$ cat src/rtl/ldclk_divchain.sv
`timescale 1ns/1ps
module ldclk_divchain #(
  parameter int SEL_W = 4,
  parameter int N2_W  = 9,
  parameter int CNT_W = 5
) (
  input  logic             clk_fast,
  input  logic             rst_n,
  input  logic             load_off,
  input  logic             half_ovr,
  input  logic [SEL_W-1:0] n1_sel,
  input  logic [N2_W-1:0]  n2_div,
  input  logic             sc_en,
  input  logic             blank,
  output logic             load_clk,
  output logic             ld_n2
);
  localparam logic [CNT_W-1:0] ONE     = CNT_W'(1);
  localparam logic [CNT_W-1:0] RST_MOD = CNT_W'(4);

  function automatic logic [CNT_W-1:0] ratio_of(input logic [SEL_W-1:0] s);
    case (int'(s))
      0:       return CNT_W'(3);
      1:       return CNT_W'(4);
      2:       return CNT_W'(5);
      3:       return CNT_W'(6);
      4:       return CNT_W'(8);
      5:       return CNT_W'(10);
      6:       return CNT_W'(12);
      7:       return CNT_W'(16);
      8:       return CNT_W'(20);
      default: return CNT_W'(4);
    endcase
  endfunction

  logic [CNT_W-1:0] cnt_q, mod_q, mod_nx, cnt_inc, half_q;
  logic             load_p, load_n, wrap, lp_nx;
  logic [N2_W-1:0]  n2_cnt_q, n2_cnt_nx;
  logic [N2_W:0]    n2_half;
  logic             n2_p, n2_n, gate_q, gate_nx, n2_unit, n2_wrap;

  // stage 1: ratio is latched at each period start
  assign mod_nx  = half_ovr ? CNT_W'(2) : ratio_of(n1_sel);
  assign cnt_inc = cnt_q + ONE;
  assign half_q  = mod_q >> 1;
  assign wrap    = cnt_q >= mod_q - ONE;
  assign lp_nx   = wrap | (cnt_inc < half_q);

  // stage 2 and shift gate
  assign n2_unit   = (n2_div == '0);
  assign n2_wrap   = n2_cnt_q >= n2_div;
  assign n2_cnt_nx = n2_wrap ? '0 : n2_cnt_q + N2_W'(1);
  assign n2_half   = ({1'b0, n2_div} + (N2_W+1)'(1)) >> 1;
  assign gate_nx   = blank | ~sc_en;

  always_ff @(posedge clk_fast or negedge rst_n) begin
    if (!rst_n) begin
      cnt_q    <= RST_MOD - ONE;
      mod_q    <= RST_MOD;
      load_p   <= 1'b0;
      n2_cnt_q <= '1;
      n2_p     <= 1'b0;
      gate_q   <= 1'b0;
    end else if (load_off) begin
      cnt_q    <= mod_q - ONE;
      load_p   <= 1'b0;
      n2_cnt_q <= '1;
      n2_p     <= 1'b0;
      gate_q   <= 1'b0;
    end else if (wrap) begin
      cnt_q    <= '0;
      mod_q    <= mod_nx;
      load_p   <= 1'b1;
      gate_q   <= gate_nx;
      n2_cnt_q <= n2_cnt_nx;
      n2_p     <= gate_nx & (n2_unit | ({1'b0, n2_cnt_nx} < n2_half));
    end else begin
      cnt_q  <= cnt_inc;
      load_p <= lp_nx;
      if (n2_unit) n2_p <= gate_q & lp_nx;
    end
  end

  // half-cycle extension for odd ratios
  always_ff @(negedge clk_fast or negedge rst_n) begin
    if (!rst_n) begin
      load_n <= 1'b0;
      n2_n   <= 1'b0;
    end else begin
      load_n <= load_p & mod_q[0];
      n2_n   <= n2_p & mod_q[0] & n2_unit;
    end
  end

  assign load_clk = load_p | load_n;
  assign ld_n2    = n2_p | n2_n;
endmodule

$ cat config.mk
export PLATFORM = sky130hd
export DESIGN_NAME = ldclk_divchain
export DESIGN_NICKNAME = d
export VERILOG_FILES = /design/src/rtl/ldclk_divchain.sv
export SDC_FILE = /design/constraint.sdc
export NUM_CORES = 1
export LEC_CHECK = 0
export ABC_AREA = 1
export BUFFER_PORTS_ARGS = -buffer_cell sky130_fd_sc_hd__buf_2
export CAP_MARGIN = 20
export CORE_MARGIN = 2
export CORE_UTILIZATION = 45
export DETAILED_ROUTE_END_ITERATION = 16
export PLACE_DENSITY = 0.64
export SLEW_MARGIN = 0
export SYNTH_ARGS = -nofsm -noshare
export SYNTH_HDL_FRONTEND = slang
export SYNTH_SLANG_ARGS = --single-unit
$ cat constraint.sdc
create_clock -name clk_fast -period 3 [get_ports clk_fast]
set_input_delay 0.6 -clock clk_fast [delete_from_list [all_inputs] [get_ports clk_fast]]
set_output_delay 0.6 -clock clk_fast [all_outputs]
set_load 0.01 [all_outputs]
==> results.py, run 1 <==
metrics = {
    "status": {
        "status": "finished, violations left",
        "violations": "setup timing",
    },
    "setup_path": {
        "max_stage_delay_ps": 320,
        "cp-endpoint": "ld_n2",
        "slowest_stage": "dfrtn_1",
        "setup.worst_path.start": "n2_n",
        "reg2reg_to": "n2_p",
        "cp_top_family": "flip-flops",
        "reg2reg_slack_ps": 350,
        "r2r-start": "n2_cnt_q[0]",
        "ff2ff_path_depth": 20,
        "cp_data_arrival_time_ps": 2440,
        "worstSetupEndpointType": "output port",
        "crit_path_max_fanout": 1,
        "crit_type": "reg2out",
        "start_kind": "flip-flop",
        "crit_cells": 2,
        "crit_chain": "or2_4, buf_6",
        "critPathBufInv": 1,
        "required_ps": 2400,
    },
    "grt": {
        "grt_use_met1_pct": 22.2,
        "antenna_found_initial": 0,
        "grt_pass1_vias": 1756,
        "met3_usage_pct": 1.65,
        "grt_max_degree": 21,
        "grt_pass1_wl_um": 7400,
        "top_usage_layer": "met2",
        "grt_util_all_layers_pct": 17.6,
        "met2_usage_pct": 31.4,
        "overflow": 0,
    },
    "sta": {
        "hold_violations": 0,
        "relSlewSlack_pct": 81.5,
        "worst_pin_slew_ps": 277,
        "fin_worst_skew_ps": 12.6,
        "fin_ws_ps": -37.6,
        "setup_violations": 2,
        "whs_ps": 341,
        "rsz0062_at_grt": "true",
        "drv_slew": 0,
        "final.setup.tns_ps": -71.8,
    },
    "synthesis": {
        "avgSynthCellArea_um2": 7.69,
        "ys_top_cells_by_area": "ha_1 19%, dfstp_2 14%, dfrtp_1 11%, nand2_1 9.4%, inv_1 9.2%",
        "synthDistinctLibCells": 32,
        "synth_top_family_by_area": "simple AND/OR/NAND/NOR gates",
        "synthCells": 286,
        "synth-compound-area-share_pct": 13.9,
        "ys_warn_count": 0,
        "synth-simple-area-share_pct": 23.2,
        "synth-seq-cells": 24,
        "synthArstFlopShare_pct": 100,
        "synth_top_area_share_pct": 19.3,
        "synthAdderAreaFrac_pct": 19.3,
        "ys_seq_area_share_pct": 28.0,
        "synth_flop_cell": "dfstp_2",
        "muxShareOfSynthArea_pct": 0,
        "synth_top_area_cell": "ha_1",
        "synth_xor_area_share_pct": 4.38,
        "synth_edf_count": 0,
        "syn_area_um2": 2200,
        "mappedNetlistNets": 339,
    },
    "finish": {
        "final_cell_area_um2": 2440,
        "antennaDiodeCount": 0,
        "drive_above_1_share_pct": 18.4,
        "final_common_cell": "nand2_1",
        "final_cell_mix": "55 x nand2_1, 54 x inv_1, 34 x ha_1",
        "nNetsFinal": 364,
        "areaGrowthSynthToFinish_pct": 11.0,
        "multi_input_comb_area_um2": 1340,
        "seq_area_um2": 616,
        "nFillCells": 479,
    },
    "place": {
        "io_buffers": 20,
        "gp_congestion": 0.794,
        "hpwl_um": 3630,
        "dpl_cell_area_um2": 2370,
    },
    "power": {
        "seqPwrFrac_pct": 25.4,
        "p_per_area_nw_per_um2": 956,
        "ir_drop_v": 0.000640,
        "p_clk_share_pct": 9.3,
        "switchingPower_mw": 1.11,
        "p_int_mw": 1.22,
        "comb_power_share_pct": 65.3,
        "switching_share_pct": 47.6,
        "leakage_nw": 1.33,
    },
    "routing": {
        "wirelength_um": 4270,
        "wire_per_inst_um": 11.3,
        "post-route-drc-count": 0,
        "first_pass_iters": 4,
        "vias": 1864,
        "drt_iter0_markers": 61,
        "vias_per_cell": 4.94,
        "detail-route-antenna-nets": 0,
    },
    "floorplanning": {
        "core_area_um2": 4720,
        "rows": 25,
        "die_area_um2": 5460,
        "dieWidth_um": 73.9,
        "start_util_pct": 46.6,
        "dieHeight_um": 73.9,
        "ios": 21,
    },
    "clock_tree": {
        "cts.sinks": 24,
        "clkTransAtPathRegs_ps": 80,
        "cts_root_buf": "clkbuf_8",
        "cts_tree": "done",
        "clk_latency_ps": 270,
        "clk_path_buf_depth": 2,
        "h-tree-depth": 1,
        "cts_hold_buf": 0,
        "post_cts_buffers": 0,
        "cts_inserted_buffers": 3,
    },
    "run": {
        "max-cap-violations": 0,
    },
    "min_path": {
        "hold_class": "in2async",
    },
}
==> layer usage <==
layer	part of all wire, %	routed length [µm]	vias to the layer above
li1	-	-	981
met1	48	2040	851
met2	49	2090	27
met3	1.9	82	5
met4	1.3	56	0
met5	0	0	-
==> cells in the mapped netlist, types with 2 or more instances <==
master and count:
dfrtn_1 2, nand3_1 22, xnor2_1 2, nor2_1 18, a21oi_1 12, o21ai_0 16
nor3_1 5, ha_1 34, dfrtp_1 10, a21oi_2 2, o21a_1 2, xor2_1 9
and2_1 2, a22oi_2 7, inv_1 54, o22ai_1 4, or2_2 2, nand4_1 4
dfstp_2 12, nand2_1 55
==> cell type report <==
cell class / instances / share of cell area (%)
Clock buffer: 4 / 2.25
Inverter: 55 / 8.66
Multi-Input combinational cell: 204 / 54.9
Sequential cell: 24 / 25.2
Tap cell: 67 / 3.43
Timing Repair Buffer: 23 / 5.53
==> power by group through the flow <==
stage / combinational, mW / clock (mW) / sequential (mW)
2_1_floorplan: 1.28 / 0 / 0.566
3_3_place_gp: 1.50 / 0 / 0.598
3_5_place_dp: 1.52 / 0 / 0.598
4_1_cts: 1.55 / 0.226 / 0.594
5_1_grt: 1.78 / 0.238 / 0.610
6_report: 1.53 / 0.216 / 0.593
==> stage by stage <==
step                power, mW  setup WS [ps]  util (%)  std cells
finish                   2.33          -37.6      51.7        377
global route             2.63          -78.7      51.7        377
CTS                      2.37          -48.9      51.7        377
detailed placement       2.12           33.6      50.2        373
global placement         2.10           37.9      50.2        373
floorplan                1.85            294         -        286
==> kinds of logic after synthesis <==
group	count (synthesis)
AO/OA/AOI/OAI	45
buffers and inverters	58
AND/OR/NAND/NOR	114
XOR/XNOR	11
adder cells (fa/ha/maj)	34
flip-flops	24
==> repair_timing <==
item / in CTS / in global routing
gates resized for setup: 4 / 0
setup endpoints to repair: 2 / 2
gates cloned: 0 / 0
==> flip-flops by register name (all words and copies together) (netlist names) <==
signal	cells
n2_cnt_q	9
cnt_q	5
mod_q	5
gate_q	1
load_n	1
load_p	1
n2_n	1
n2_p	1
==> how the worst min path moves through the flow <==
stage / from / end / slack (ps) / cells after the start
after global placement: mod_q[0] / cnt_q[0] / 510 / 1
after floorplan: rst_n / cnt_q[2] / 300 / 0
after detailed placement: mod_q[0] / cnt_q[0] / 510 / 1
after CTS: rst_n / n2_cnt_q[7] / 330 / 1
after global routing: rst_n / n2_cnt_q[7] / 340 / 1
final: rst_n / n2_cnt_q[8] / 340 / 1
No activity file was read; power rests on OpenSTA's default activity.
==> run 2, diff against run 1 <==
--- a/config.mk
+++ b/config.mk
@@ -11,6 +11,7 @@
 export CORE_MARGIN = 2
 export CORE_UTILIZATION = 45
 export DETAILED_ROUTE_END_ITERATION = 16
+export MAX_ROUTING_LAYER = met4
 export PLACE_DENSITY = 0.64
 export SLEW_MARGIN = 0
 export SYNTH_ARGS = -nofsm -noshare
==> run 2 against run 1 <==
The run still ends with setup timing left. Total power hardly changed. Die area unchanged. Clock power hardly changed. Clock-buffer cell count unchanged. Hold slack hardly changed. Sequential share of layout area stayed put. Wire length increased by 0.37%. Critical endpoint unchanged. Largest cell class unchanged. Largest power group unchanged.
==> results.py, run 2 (synthesized netlist as in run 1, its figures left out) <==
metrics = {
    "place": {
        "io_buffers": 20,
        "post-place-cells": 373,
        "dp_slack_ps": 33.6,
        "hpwl_um": 3630,
        "gp_congestion": 0.805,
        "dpl_cell_area_um2": 2370,
    },
    "routing": {
        "wire_per_inst_um": 11.4,
        "wirelength_um": 4280,
        "vias_per_cell": 4.94,
        "vias": 1861,
        "post-route-drc-count": 0,
        "detail-route-antenna-nets": 0,
        "drt_iter0_markers": 61,
        "first_pass_iters": 4,
    },
    "power": {
        "p_int_mw": 1.22,
        "p_clk_share_pct": 9.3,
        "switching_share_pct": 47.6,
        "power.total_mw": 2.33,
        "comb_power_share_pct": 65.3,
        "p_per_area_nw_per_um2": 956,
        "seqPwrFrac_pct": 25.4,
        "ir_drop_v": 0.000638,
        "leakage_nw": 1.33,
        "switchingPower_mw": 1.11,
    },
    "finish": {
        "drive_above_1_share_pct": 18.4,
        "fin_cells": 377,
        "top_register": "n2_cnt_q",
        "final_core_util_pct": 51.7,
        "nNetsFinal": 364,
        "final_common_cell": "nand2_1",
        "largest_reg_flops": 9,
        "antennaDiodeCount": 0,
        "final_cell_area_um2": 2440,
        "final_cell_mix": "55 x nand2_1, 54 x inv_1, 34 x ha_1",
        "areaGrowthSynthToFinish_pct": 11.0,
        "reg_top3": "n2_cnt_q: 9 flops, cnt_q: 5 flops, mod_q: 5 flops",
    },
    "grt": {
        "grt_util_all_layers_pct": 18.2,
        "grt_pass1_wl_um": 7440,
        "overflow": 0,
        "grt_pass1_vias": 1755,
        "grt_max_degree": 21,
        "antenna_found_initial": 0,
    },
    "setup_path": {
        "required_ps": 2400,
        "max_stage_delay_ps": 320,
        "crit_path_max_fanout": 1,
        "crit_chain": "or2_4, buf_6",
        "cp_top_family": "flip-flops",
        "critPathBufInv": 1,
        "worstSetupEndpointType": "output port",
        "start_kind": "flip-flop",
        "crit_type": "reg2out",
        "cp_data_arrival_time_ps": 2440,
        "slowest_stage": "dfrtn_1",
    },
    "sta": {
        "drv_slew": 0,
        "relSlewSlack_pct": 81.7,
        "worst_pin_slew_ps": 275,
        "rsz0062_at_grt": "true",
        "whs_ps": 341,
        "fin_ws_ps": -37.9,
        "fin_worst_skew_ps": 12.6,
        "hold_violations": 0,
        "setup_violations": 2,
        "final.setup.tns_ps": -73.0,
    },
    "status": {
        "status": "finished, violations left",
        "violations": "setup timing",
    },
    "floorplanning": {
        "die_area_um2": 5460,
        "dieHeight_um": 73.9,
        "core_area_um2": 4720,
        "start_util_pct": 46.6,
        "rows": 25,
        "dieWidth_um": 73.9,
        "ios": 21,
    },
    "clock_tree": {
        "clk_path_buf_depth": 2,
        "cts.sinks": 24,
        "post_cts_buffers": 0,
        "cts_tree": "done",
        "cts_root_buf": "clkbuf_8",
        "h-tree-depth": 1,
        "cts_inserted_buffers": 3,
        "clkTransAtPathRegs_ps": 80,
        "clk_latency_ps": 270,
        "cts_hold_buf": 0,
    },
    "run": {
        "max-cap-violations": 0,
    },
    "min_path": {
        "hold_class": "in2async",
    },
}
-- run 2: cell counts in the layout (fill, tap and decap cells not counted) --
No cell type changed its count.
-- run 2: timing repair --
action | CTS | global route
hold endpoints to repair | 0 | 0
gates resized for setup | 4 | 0
endpoints found under the setup margin | 2 | 2
-- run 2: worst paths after layout --
kind	slack [ps]	start	to	cells past startpoint
min in group clk_fast	500	mod_q[0]	cnt_q[0]	1
max in group asynchronous	1310	rst_n	load_n	1
worst min register to register	500	mod_q[0]	cnt_q[0]	1
worst max-delay path	-40	n2_n	ld_n2	2
worst max register to register	350	n2_cnt_q[0]	n2_p	20
worst min-delay path	340	rst_n	n2_cnt_q[8]	1
-- run 2: worst reg2reg max path, cell delays in order (launching register included) --
cell and delay, ps:
dfstp_2 550, inv_1 80, ha_1 270, inv_1 50, nand2_1 40, nand2_1 50
nand3_1 70, nand2_1 80, and2_1 280, nand2_1 150, inv_1 80, ha_1 240
nand2_1 60, inv_1 30, o21ai_0 160, a21oi_1 90, nor2_1 90, nand2_1 70
nand2_1 50, nand2_1 40, nand2_1 50
-- run 2: cell type report --
| type | instances | area [µm²] |
|---|---|---|
| sequential | 24 | 616 |
| timing repair buffer | 23 | 135 |
| fill | 479 | 2280 |
| inverter | 55 | 211 |
| tap | 67 | 83.8 |
| clock buffer | 4 | 55.1 |
| multi-input combinational | 204 | 1340 |
-- run 2: power groups by stage --
stage | sequential [mW] | clock [mW] | combinational, mW
2_1_floorplan | 0.566 | 0 | 1.28
3_3_place_gp | 0.598 | 0 | 1.50
3_5_place_dp | 0.598 | 0 | 1.52
4_1_cts | 0.594 | 0.226 | 1.55
5_1_grt | 0.610 | 0.240 | 1.78
6_report | 0.593 | 0.217 | 1.52
-- run 2: routing by layer --
metal,global-route usage (%),up-vias,wire length [µm]
li1,-,980,-
met4,5.45,0,53
met2,31.4,26,2090
met5,-,-,0
met1,22.4,850,2050
met3,1.65,5,90
